==> config.mk <==
export PLATFORM = sky130hd
export DESIGN_NAME = pmcfg_decoder
export DESIGN_NICKNAME = d
export VERILOG_FILES = /design/src/rtl/pmcfg_pkg.sv /design/src/rtl/pmcfg_regfile.sv /design/src/rtl/pmcfg_win_dec.sv /design/src/rtl/pmcfg_gpe_split.sv /design/src/rtl/pmcfg_apm.sv /design/src/rtl/pmcfg_decoder.sv
export SDC_FILE = /design/constraint.sdc
export NUM_CORES = 2
export LEC_CHECK = 0
export BUFFER_PORTS_ARGS = -buffer_cell sky130_fd_sc_hd__buf_2
export CAP_MARGIN = 0
export CORE_MARGIN = 2
export CORE_UTILIZATION = 40
export DETAILED_ROUTE_END_ITERATION = 12
export SYNTH_ARGS = -nofsm -noshare
export SYNTH_HDL_FRONTEND = slang
export SYNTH_SLANG_ARGS = --single-unit
==> constraint.sdc <==
create_clock -name clk_i -period 4.8 [get_ports clk_i]
set_input_delay 0.96 -clock clk_i [delete_from_list [all_inputs] [get_ports clk_i]]
set_output_delay 0.96 -clock clk_i [all_outputs]
set_load 0.05 [all_outputs]
==> src/rtl/pmcfg_pkg.sv <==
package pmcfg_pkg;
  localparam int unsigned IO_AW    = 16;
  localparam int unsigned WIN_LOG2 = 6;
  localparam int unsigned BASE_W   = IO_AW - WIN_LOG2;
  localparam int unsigned N_WIN    = 2;

  // byte offsets whose position other logic decodes
  localparam int unsigned PM_BASE_OFS  = 'h40;
  localparam int unsigned PM_EN_OFS    = 'h80;
  localparam int unsigned SMM_CTL_OFS  = 'h5b;
  localparam int unsigned SMB_BASE_OFS = 'h90;
  localparam int unsigned SMB_EN_OFS   = 'hd2;

  localparam logic [7:0] APM_ACPI_ON  = 8'hf1;
  localparam logic [7:0] APM_ACPI_OFF = 8'hf0;

  typedef struct packed {
    logic              en;
    logic [BASE_W-1:0] base;
  } win_cfg_t;
endpackage

==> src/rtl/pmcfg_regfile.sv <==
module pmcfg_regfile
  import pmcfg_pkg::*;
#(
  parameter int unsigned CFG_BYTES     = 256,
  parameter bit          SMM_SUPPORTED = 1'b0,
  parameter logic [15:0] SMB_BASE_RST  = 16'h1100
) (
  input  logic                            clk_i,
  input  logic                            rst_ni,
  input  logic                            we_i,
  input  logic [$clog2(CFG_BYTES)-3:0]    dw_i,
  input  logic [3:0]                      be_i,
  input  logic [31:0]                     wdata_i,
  output logic [31:0]                     rdata_o,
  output win_cfg_t                        pm_win_o,
  output win_cfg_t                        smb_win_o,
  output logic                            smi_gate_o
);
  localparam int unsigned IDX_W = $clog2(CFG_BYTES);
  localparam int unsigned DW_W  = IDX_W - 2;
  localparam logic [DW_W-1:0] PM_BASE_DW  = DW_W'(PM_BASE_OFS >> 2);
  localparam logic [DW_W-1:0] PM_EN_DW    = DW_W'(PM_EN_OFS >> 2);
  localparam logic [DW_W-1:0] SMB_BASE_DW = DW_W'(SMB_BASE_OFS >> 2);
  localparam logic [DW_W-1:0] SMB_EN_DW   = DW_W'(SMB_EN_OFS >> 2);
  localparam int unsigned PM_EN_LANE  = PM_EN_OFS % 4;
  localparam int unsigned SMB_EN_LANE = SMB_EN_OFS % 4;

  function automatic logic [7:0] rst_val(int unsigned i);
    if (i == PM_BASE_OFS)          return 8'h01;
    if (i == SMM_CTL_OFS)          return SMM_SUPPORTED ? 8'h00 : 8'h02;
    if (i == SMB_BASE_OFS)         return SMB_BASE_RST[7:0] | 8'h01;
    if (i == SMB_BASE_OFS + 1)     return SMB_BASE_RST[15:8];
    if (i == SMB_EN_OFS)           return 8'h09;
    return 8'h00;
  endfunction

  // I/O-space indicator bits are hardwired
  function automatic logic [7:0] ro_mask(int unsigned i);
    return (i == PM_BASE_OFS || i == SMB_BASE_OFS) ? 8'h01 : 8'h00;
  endfunction

  logic [7:0] mem_q [CFG_BYTES];
  logic [7:0] old_b [4];
  logic [7:0] mrg_b [4];
  win_cfg_t   pm_q, smb_q;

  always_comb begin
    for (int j = 0; j < 4; j++) begin
      logic [IDX_W-1:0] idx;
      logic [7:0]       ro;
      idx      = {dw_i, 2'(j)};
      ro       = ro_mask(int'(idx));
      old_b[j] = mem_q[idx];
      mrg_b[j] = be_i[j] ? ((wdata_i[8*j +: 8] & ~ro) | (old_b[j] & ro)) : old_b[j];
    end
  end

  assign rdata_o = {old_b[3], old_b[2], old_b[1], old_b[0]};

  logic pm_base_touch, pm_en_touch, smb_base_touch, smb_en_touch;
  assign pm_base_touch  = we_i && dw_i == PM_BASE_DW  && |be_i;
  assign pm_en_touch    = we_i && dw_i == PM_EN_DW    && be_i[PM_EN_LANE];
  assign smb_base_touch = we_i && dw_i == SMB_BASE_DW && |be_i;
  assign smb_en_touch   = we_i && dw_i == SMB_EN_DW   && be_i[SMB_EN_LANE];

  always_ff @(posedge clk_i or negedge rst_ni) begin
    if (!rst_ni) begin
      for (int i = 0; i < CFG_BYTES; i++) mem_q[i] <= rst_val(i);
      pm_q.en    <= 1'b0;
      pm_q.base  <= '0;
      smb_q.en   <= 1'b1;
      smb_q.base <= SMB_BASE_RST[15:WIN_LOG2];
    end else if (we_i) begin
      for (int j = 0; j < 4; j++) mem_q[{dw_i, 2'(j)}] <= mrg_b[j];
      if (pm_base_touch)  pm_q.base  <= {mrg_b[1], mrg_b[0][7:WIN_LOG2]};
      if (pm_en_touch)    pm_q.en    <= mrg_b[PM_EN_LANE][0];
      if (smb_base_touch) smb_q.base <= {mrg_b[1], mrg_b[0][7:WIN_LOG2]};
      if (smb_en_touch)   smb_q.en   <= mrg_b[SMB_EN_LANE][0];
    end
  end

  assign pm_win_o   = pm_q;
  assign smb_win_o  = smb_q;
  assign smi_gate_o = mem_q[SMM_CTL_OFS][1];
endmodule

==> src/rtl/pmcfg_win_dec.sv <==
module pmcfg_win_dec
  import pmcfg_pkg::*;
(
  input  logic                clk_i,
  input  logic                rst_ni,
  input  logic                valid_i,
  input  logic [IO_AW-1:0]    addr_i,
  input  win_cfg_t            cfg_i,
  output logic                hit_o,
  output logic [WIN_LOG2-1:0] off_o
);
  logic match;
  assign match = valid_i && cfg_i.en && (addr_i[IO_AW-1:WIN_LOG2] == cfg_i.base);

  always_ff @(posedge clk_i or negedge rst_ni) begin
    if (!rst_ni) begin
      hit_o <= 1'b0;
      off_o <= '0;
    end else begin
      hit_o <= match;
      if (match) off_o <= addr_i[WIN_LOG2-1:0];
    end
  end
endmodule

==> src/rtl/pmcfg_gpe_split.sv <==
module pmcfg_gpe_split
  import pmcfg_pkg::*;
#(
  parameter logic [15:0] GPE_BASE = 16'hafe0,
  parameter int unsigned GPE_LEN  = 4
) (
  input  logic                       clk_i,
  input  logic                       rst_ni,
  input  logic                       valid_i,
  input  logic [IO_AW-1:0]           addr_i,
  input  logic [1:0]                 len_i,
  output logic                       stb_o,
  output logic [$clog2(GPE_LEN)-1:0] off_o,
  output logic [1:0]                 lane_o,
  output logic                       busy_o
);
  localparam int unsigned GPE_AW = $clog2(GPE_LEN);
  localparam int unsigned OFS_W  = $clog2(GPE_LEN + 4);
  localparam logic [IO_AW:0] LO  = {1'b0, GPE_BASE};
  localparam logic [IO_AW:0] HI  = LO + (IO_AW+1)'(GPE_LEN);

  logic             act_q;
  logic [1:0]       rem_q, lane_q;
  logic [OFS_W-1:0] ofs_q;
  logic             in_win, accept;
  logic [IO_AW-1:0] rel;

  assign in_win = ({1'b0, addr_i} >= LO) && ({1'b0, addr_i} < HI);
  assign accept = valid_i && in_win && !act_q;
  assign rel    = addr_i - GPE_BASE;

  always_ff @(posedge clk_i or negedge rst_ni) begin
    if (!rst_ni) begin
      act_q  <= 1'b0;
      rem_q  <= '0;
      lane_q <= '0;
      ofs_q  <= '0;
    end else if (accept) begin
      act_q  <= 1'b1;
      rem_q  <= len_i;
      lane_q <= '0;
      ofs_q  <= OFS_W'(rel);
    end else if (act_q) begin
      if (rem_q == '0) act_q <= 1'b0;
      rem_q  <= rem_q - 2'd1;
      lane_q <= lane_q + 2'd1;
      ofs_q  <= ofs_q + OFS_W'(1);
    end
  end

  // bytes beyond the window are dropped
  assign stb_o  = act_q && (ofs_q < OFS_W'(GPE_LEN));
  assign off_o  = ofs_q[GPE_AW-1:0];
  assign lane_o = lane_q;
  assign busy_o = act_q;
endmodule

==> src/rtl/pmcfg_apm.sv <==
module pmcfg_apm
  import pmcfg_pkg::*;
(
  input  logic       clk_i,
  input  logic       rst_ni,
  input  logic       we_i,
  input  logic [7:0] data_i,
  input  logic       smi_gate_i,
  output logic       sci_en_o,
  output logic       smi_o
);
  always_ff @(posedge clk_i or negedge rst_ni) begin
    if (!rst_ni) begin
      sci_en_o <= 1'b0;
      smi_o    <= 1'b0;
    end else begin
      smi_o <= we_i && smi_gate_i;
      if (we_i && data_i == APM_ACPI_ON)  sci_en_o <= 1'b1;
      if (we_i && data_i == APM_ACPI_OFF) sci_en_o <= 1'b0;
    end
  end
endmodule

==> src/rtl/pmcfg_decoder.sv <==
module pmcfg_decoder
  import pmcfg_pkg::*;
#(
  parameter int unsigned CFG_BYTES     = 256,
  parameter bit          SMM_SUPPORTED = 1'b0,
  parameter logic [15:0] SMB_BASE_RST  = 16'h1100,
  parameter logic [15:0] GPE_BASE      = 16'hafe0,
  parameter int unsigned GPE_LEN       = 4
) (
  input  logic        clk_i,
  input  logic        rst_ni,
  input  logic        cfg_we_i,
  input  logic [5:0]  cfg_addr_i,
  input  logic [3:0]  cfg_be_i,
  input  logic [31:0] cfg_wdata_i,
  output logic [31:0] cfg_rdata_o,
  input  logic        io_valid_i,
  input  logic [15:0] io_addr_i,
  input  logic [1:0]  io_len_i,
  output logic        pm_hit_o,
  output logic [5:0]  pm_off_o,
  output logic        smb_hit_o,
  output logic [5:0]  smb_off_o,
  output logic        gpe_stb_o,
  output logic [1:0]  gpe_off_o,
  output logic [1:0]  gpe_lane_o,
  output logic        gpe_busy_o,
  input  logic        apm_we_i,
  input  logic [7:0]  apm_data_i,
  output logic        sci_en_o,
  output logic        smi_o
);
  localparam int unsigned GPE_AW = $clog2(GPE_LEN);

  win_cfg_t            win_cfg [N_WIN];
  logic                win_hit [N_WIN];
  logic [WIN_LOG2-1:0] win_off [N_WIN];
  logic                smi_gate;

  pmcfg_regfile #(
    .CFG_BYTES    (CFG_BYTES),
    .SMM_SUPPORTED(SMM_SUPPORTED),
    .SMB_BASE_RST (SMB_BASE_RST)
  ) u_regs (
    .clk_i     (clk_i),
    .rst_ni    (rst_ni),
    .we_i      (cfg_we_i),
    .dw_i      (cfg_addr_i),
    .be_i      (cfg_be_i),
    .wdata_i   (cfg_wdata_i),
    .rdata_o   (cfg_rdata_o),
    .pm_win_o  (win_cfg[0]),
    .smb_win_o (win_cfg[1]),
    .smi_gate_o(smi_gate)
  );

  for (genvar w = 0; w < N_WIN; w++) begin : g_win
    pmcfg_win_dec u_dec (
      .clk_i  (clk_i),
      .rst_ni (rst_ni),
      .valid_i(io_valid_i),
      .addr_i (io_addr_i),
      .cfg_i  (win_cfg[w]),
      .hit_o  (win_hit[w]),
      .off_o  (win_off[w])
    );
  end

  assign pm_hit_o  = win_hit[0];
  assign pm_off_o  = win_off[0];
  assign smb_hit_o = win_hit[1];
  assign smb_off_o = win_off[1];

  pmcfg_gpe_split #(
    .GPE_BASE(GPE_BASE),
    .GPE_LEN (GPE_LEN)
  ) u_gpe (
    .clk_i  (clk_i),
    .rst_ni (rst_ni),
    .valid_i(io_valid_i),
    .addr_i (io_addr_i),
    .len_i  (io_len_i),
    .stb_o  (gpe_stb_o),
    .off_o  (gpe_off_o),
    .lane_o (gpe_lane_o),
    .busy_o (gpe_busy_o)
  );

  pmcfg_apm u_apm (
    .clk_i     (clk_i),
    .rst_ni    (rst_ni),
    .we_i      (apm_we_i),
    .data_i    (apm_data_i),
    .smi_gate_i(smi_gate),
    .sci_en_o  (sci_en_o),
    .smi_o     (smi_o)
  );
endmodule

---- Word-level counts from Yosys, hierarchy flattened ----
Cells that the tools add are included.
word-level totals
  register bits ........................... 2094
  bits of input ports ..................... 73
  output and inout bits ................... 54
cells by class
  add/sub/neg operators ................... 4
  $lt $le $gt $ge ......................... 11
  equality and inequality tests ........... 8
  mux-type cells .......................... 40
  bitwise logic cells ..................... 8
  reductions and logical operators ........ 33
operators by type and width
  kind                  number
  $bwmux 2048           4
  $bmux 8 s8            4
  $demux 8 s8           4
  $mux 8                16
  $ge 9x9->1 const B    4
  $lt 9x1->1 const B    4
  $not 8->9             4
  $logic_and 1x1->1     23
  $eq 10x10->1          2
  $eq 6x6->1 const B    3
  $and 8x8->8           2
  $eq 8x8->1 const B    2
  $ge 16x16->1 const B  1
  $lt 16x16->1 const B  1
  $mux 2                4
  $not 8->8             1
  $or 8x8->8            1
  $reduce_and 2->1      4
  $eq 6x5->1 const B    1
  $mux 1                6
  $mux 3                2
  $reduce_bool 2->1     2
  $reduce_or 4->1       1
  $add 3x1->3 const B   1
  other kinds (7)       7

---- Depth between registers and ports, before layout ----
  depth after elaboration ................. 11
  gate-level depth with buffers ........... 16
  depth with buffers taken out ............ 7

---- By module ----
From an unflattened synthesis, not the netlist that was laid out.
unflattened totals
  cell total of the unflattened synthesis .. 9342
  area, all modules ....................... 91679.2 sq um
by module, submodules not included
  module           instances  cells an instance  area an instance (sq um)
  pmcfg_regfile    1          9229               90317.9
  pmcfg_win_dec    2          32                 387.9
  pmcfg_gpe_split  1          42                 493.0
  pmcfg_apm        1          7                  92.6

---- Least setup slack after synthesis ----
OpenSTA, ideal clock, no wires.
  path type ............................... in2out
  from .................................... input cfg_addr_i[2]
  to ...................................... output cfg_rdata_o[23]
  arrival time ............................ 3.709 ns
  required time ........................... 3.840 ns
  path slack .............................. 0.131 ns
  stages on the path ...................... 13
  path buffers ............................ 7
  path through ............................ buf_4 > nor2b_1 > buf_2 > buf_2 > buf_2 > buf_2 > buf_2 > buf_1 > a22oi_1 > o22ai_1 > nor4_1 > nand2_1 > or4b_2
on the way
  word-level cells in the longest chain between the ends .. 4
ends and longest elaborated chain
  what                                        RTL line             RTL
  from (decl)                                 pmcfg_decoder.sv:13  input logic [5:0] cfg_addr_i,
  $not 8->9 (not written as such)             pmcfg_regfile.sv:53  old_b[j] = mem_q[idx];
  $bmux 8 s8                                  pmcfg_regfile.sv:53
  $mux 8 (not written as such) (2 in series)  pmcfg_regfile.sv:53
  to (decl)                                   pmcfg_decoder.sv:16  output logic [31:0] cfg_rdata_o,
No other way between the ends. The select of a mux whose other input is x is not followed.

---- Final worst setup path ----
  from .................................... input cfg_addr_i[2]
  to ...................................... output cfg_rdata_o[2]
The elaborated chain is that of the path after synthesis.

==> results.txt <==
----------------------------------------------------
[Run status]
  Outcome ... finished, violations left
  Violations in the final reports ... setup timing

[STA]
  Max Clk Rate ... 0.205 GHz
  Largest clock skew in the final design ... 0.0992 ns
  Hold slack ... 0.0456 ns
  Hold Vio Cnt, Final ... 0
  Measured slew at the worst slew-check pin ... 1.22 ns
  Final worst slack ... -0.0874 ns
  Final slew viol count ... 0
  Setup repair after global routing missed its margin ... no
  Slew headroom ... 0.178
  Post-route fraction of the period consumed by the critical path ... 1.02
  Min Clock Period, post-route ... 4.89 ns
  Endpoints failing setup ... 4

[Routing]
  Detailed-route DRC error count ... 0
  Vias ... 80065
  Number of iterations in the first detailed-routing pass ... 8
  Number of vias per cell after detailed routing ... 6.33
  Final routed wire length divided by cell count ... 31.5 um
  Total detailed-routing wirelength ... 399000 um
  Iteration-0 DRC count of the detailed router ... 11125
  Post-detailed-route count of antenna-violating nets ... 0

[Clocking]
  Insertion delay to the later sink of the worst-skew pair ... 0.94 ns
  Buffer depth of the longest clock path ... 3
  Clock transition at the registers of the reported paths ... 0.06 ns
  Number of clock sinks ... 2094
  Number of buffers inserted during clock tree synthesis ... 223
  Root buf cell ... clkbuf_16
  TritonCTS clock tree ... yes
  Hold-fix buffers at CTS ... 0
  CTS H-tree lvls ... 4

[Pwr]
  Power Total ... 0.0455 W
  Static Leakage ... 47.4 nW
  IR drop worst, VDD ... 0.365 mV
  Power per unit of standard cell area ... 419 nW/um2

[Cells and area]
  Post-layout instance area ... 108000 um2
  Post-layout instance count excluding filler cells ... 12643
  Number of nets in the finished design ... 9494
  Number of fillers in the final layout ... 21425
  Layout cells sized above 1 ... 0.164
  Most frequent standard cell in the layout excluding fill and tap cells ... dfrtp_1
  Highest-count cells in the layout ignoring fill and taps ... dfrtp_1, nand2_1, o21ai_0
  Area growth syn-to-layout ... 16.1%

[GRT]
  Wire length of the first global-routing pass ... 569000 um
  Largest net degree at the start of global routing ... 154
  Most used routing layer in global routing ... met2
  All-Layer GR Usage ... 0.332
  Leftover overflow at the end of global routing ... 0
  Grt met2 use ... 0.480
  Met3 capacity usage during global routing ... 0.0925
  Initial antenna violation count ... 24
  Vias in the first global route ... 76469
  Met1 demand-to-capacity share in global routing ... 0.442

[Setup path]
  Startpoint-to-endpoint class of the critical path ... input port to primary output
  Cell-by-cell listing of the critical path ... buf_8 -> nor2b_4 -> buf_12 -> buf_4 -> a22oi_1 -> o22ai_1 -> nor3_1 -> buf_4 -> o21a_1 -> nand3_1 -> buf_2
  Worst Setup End Kind ... primary output
  Largest fanout of any net on the critical path ... 21
  Required time at the endpoint of the critical path ... 3.84 ns
  Largest delay contributor family on the critical path ... buffers and inverters
  Slowest stage cell on the critical path ... nor2b_4
  Data arrival time of the critical path ... 3.93 ns
  Critical Path Max Stage Delay ... 0.59 ns
  Buffer and inverter count on the worst path ... 5
  Cell seen most often among critical-path stages ... buf_4
  Worst setup SP type ... input port

[Job]
  Maximum capacitance violations ... 0

[Worst hold path]
  Hold Path Class ... input port to async pin

[Floorplanning]
  Top-level I/O count ... 127
  Standard-cell rows ... 177
  Starting Density ... 0.402
  Core area ... 232000 um2
  Floorplan die width ... 487 um
  Height of the die ... 487 um
  Area enclosed by the die boundary ... 237000 um2

[Placed design]
  DP Cell Count ... 12235
  Final weighted congestion in routability-driven placement ... 0.951
  HPWL after detailed placement ... 250000 um
  Pre-CTS setup slack ... -0.556 ns
  Port Buf Inserts ... 126
  Instance area after placement ... 101000 um2

[Synth]
  Main flop type after synthesis ... dfrtp_1
  Synth Instances ... 9481
  Fraction of synthesis flops using an asynchronous set or reset pin ... 1.00
  Mapped Nets ... 9556
  Synth warn ... 0
  Synthesized area ... 93400 um2
  Number of storage elements in the synthesis netlist ... 2094
  EDFF count, synth ... 0
  Syn avg cell area ... 9.85 um2
  Distinct cell type count of the synthesized netlist ... 92
  Post-synthesis sequential area ratio ... 0.561

----------------------------------------------------
[where the power goes]
group | internal [W] | switching (W) | total, W
Combinational | 0.00232 | 0.00393 | 0.00625
Sequential | 0.0200 | 0.00135 | 0.0214
Clock | 0.0102 | 0.00760 | 0.0178
[repair_timing]
action | in CTS | in global routing
gates resized for setup | 15 | 16
setup buffers | 0 | 2
setup endpoints to repair | 7 | 10
pin swaps | 0 | 1
[path summary, 6_finish.rpt]
kind | cells past startpoint | startpoint | slack, ns | end
worst max-delay path | 11 | cfg_addr_i[2] | -0.09 | cfg_rdata_o[2]
worst min-delay path | 1 | rst_ni | 0.05 | u_gpe.lane_o[1]
worst max register to register | 7 | u_regs.mem_q[366] | 1.52 | u_regs.mem_q[270]
worst min register to register | 0 | u_regs.mem_q[888] | 0.37 | u_regs.mem_q[888]
max in group asynchronous | 3 | rst_ni | 3.26 | u_regs.mem_q[1511]
min in group clk_i | 2 | apm_data_i[0] | 0.25 | u_apm.sci_en_o
[through the flow]
stage                     setup TNS (ns)  utilization
after global placement             -2.16        0.433
final                             -0.166        0.467
after CTS                              0        0.466
after detailed placement           -2.10        0.433
after global routing                   0        0.467
after floorplan                        0            -
[cell usage after synthesis, drive strengths merged (10+ instances only)]
library cell | count | share of area
dfrtp | 2084 | 0.56
nand2 | 2027 | 0.081
o21ai | 1915 | 0.10
clkbuf | 709 | 0.029
a22oi | 386 | 0.031
buf | 288 | 0.018
mux2 | 276 | 0.036
nor2 | 202 | 0.0081
a221oi | 198 | 0.019
o22ai | 154 | 0.010
a21oi | 139 | 0.0075
mux2i | 131 | 0.014
nand3b | 102 | 0.0082
a31oi | 100 | 0.0067
nand3 | 66 | 0.0035
a22o | 64 | 0.0060
a221o | 49 | 0.0053
or3b | 45 | 0.0042
nor3 | 42 | 0.0023
o221ai | 38 | 0.0036
nor4 | 33 | 0.0022
mux4 | 28 | 0.0068
nand2b | 27 | 0.0018
a211oi | 25 | 0.0020
o2bb2ai | 25 | 0.0023
and3 | 22 | 0.0015
nor3b | 22 | 0.0018
xor2 | 21 | 0.0020
nor2b | 15 | 0.0010
and3b | 14 | 0.0013
a2111oi | 12 | 0.0011
a32oi | 12 | 0.0011
inv | 12 | 0.00048
a32o | 10 | 0.0011
dfstp | 10 | 0.0028
o21a | 10 | 0.00080
[metal layers]
metal  vias to the layer above  share of wire
met5                         -        0.00042
met4                        22          0.071
met3                      1323           0.12
met2                      5136           0.42
met1                     40112           0.39
li1                      33472              -
[cell families after synthesis]
kind of cell / synth area share
AOI/OAI and AO/OA: 0.209
and+or+nand+nor: 0.123
DFF: 0.561
buffers and inverters: 0.0472
muxes: 0.0565
xor gates and xnor gates: 0.00206
adders and majority gates: 0.000268
[registers in the layout (all words and copies together) (netlist names)]
register,flops
u_apm.smi_o,1
g_win.u_dec.hit_o,2
u_gpe.lane_o,2
u_gpe.rem_q,2
u_gpe.busy_o,1
u_regs.mem_q,2047
u_regs.smb_win_o,11
u_regs.pm_win_o,11
g_win.u_dec.off_o,12
u_regs.smi_gate_o,1
u_apm.sci_en_o,1
u_gpe.ofs_q,3
[area by class of cell]
| cell class | instances | area [um2] | area share |
|---|---|---|---|
| sequential | 2094 | 52400 | 0.483 |
| inverter | 13 | 61.3 | 0.000565 |
| clock buffer | 337 | 6620 | 0.0610 |
| multi-input combinational | 6377 | 37300 | 0.344 |
| clock inverter | 64 | 940 | 0.00867 |
| timing repair buffer | 710 | 7250 | 0.0669 |
| antenna | 5 | 12.5 | 0.000115 |
| tap | 3043 | 3810 | 0.0351 |
Note: power is estimated with default switching activity, not from simulation.
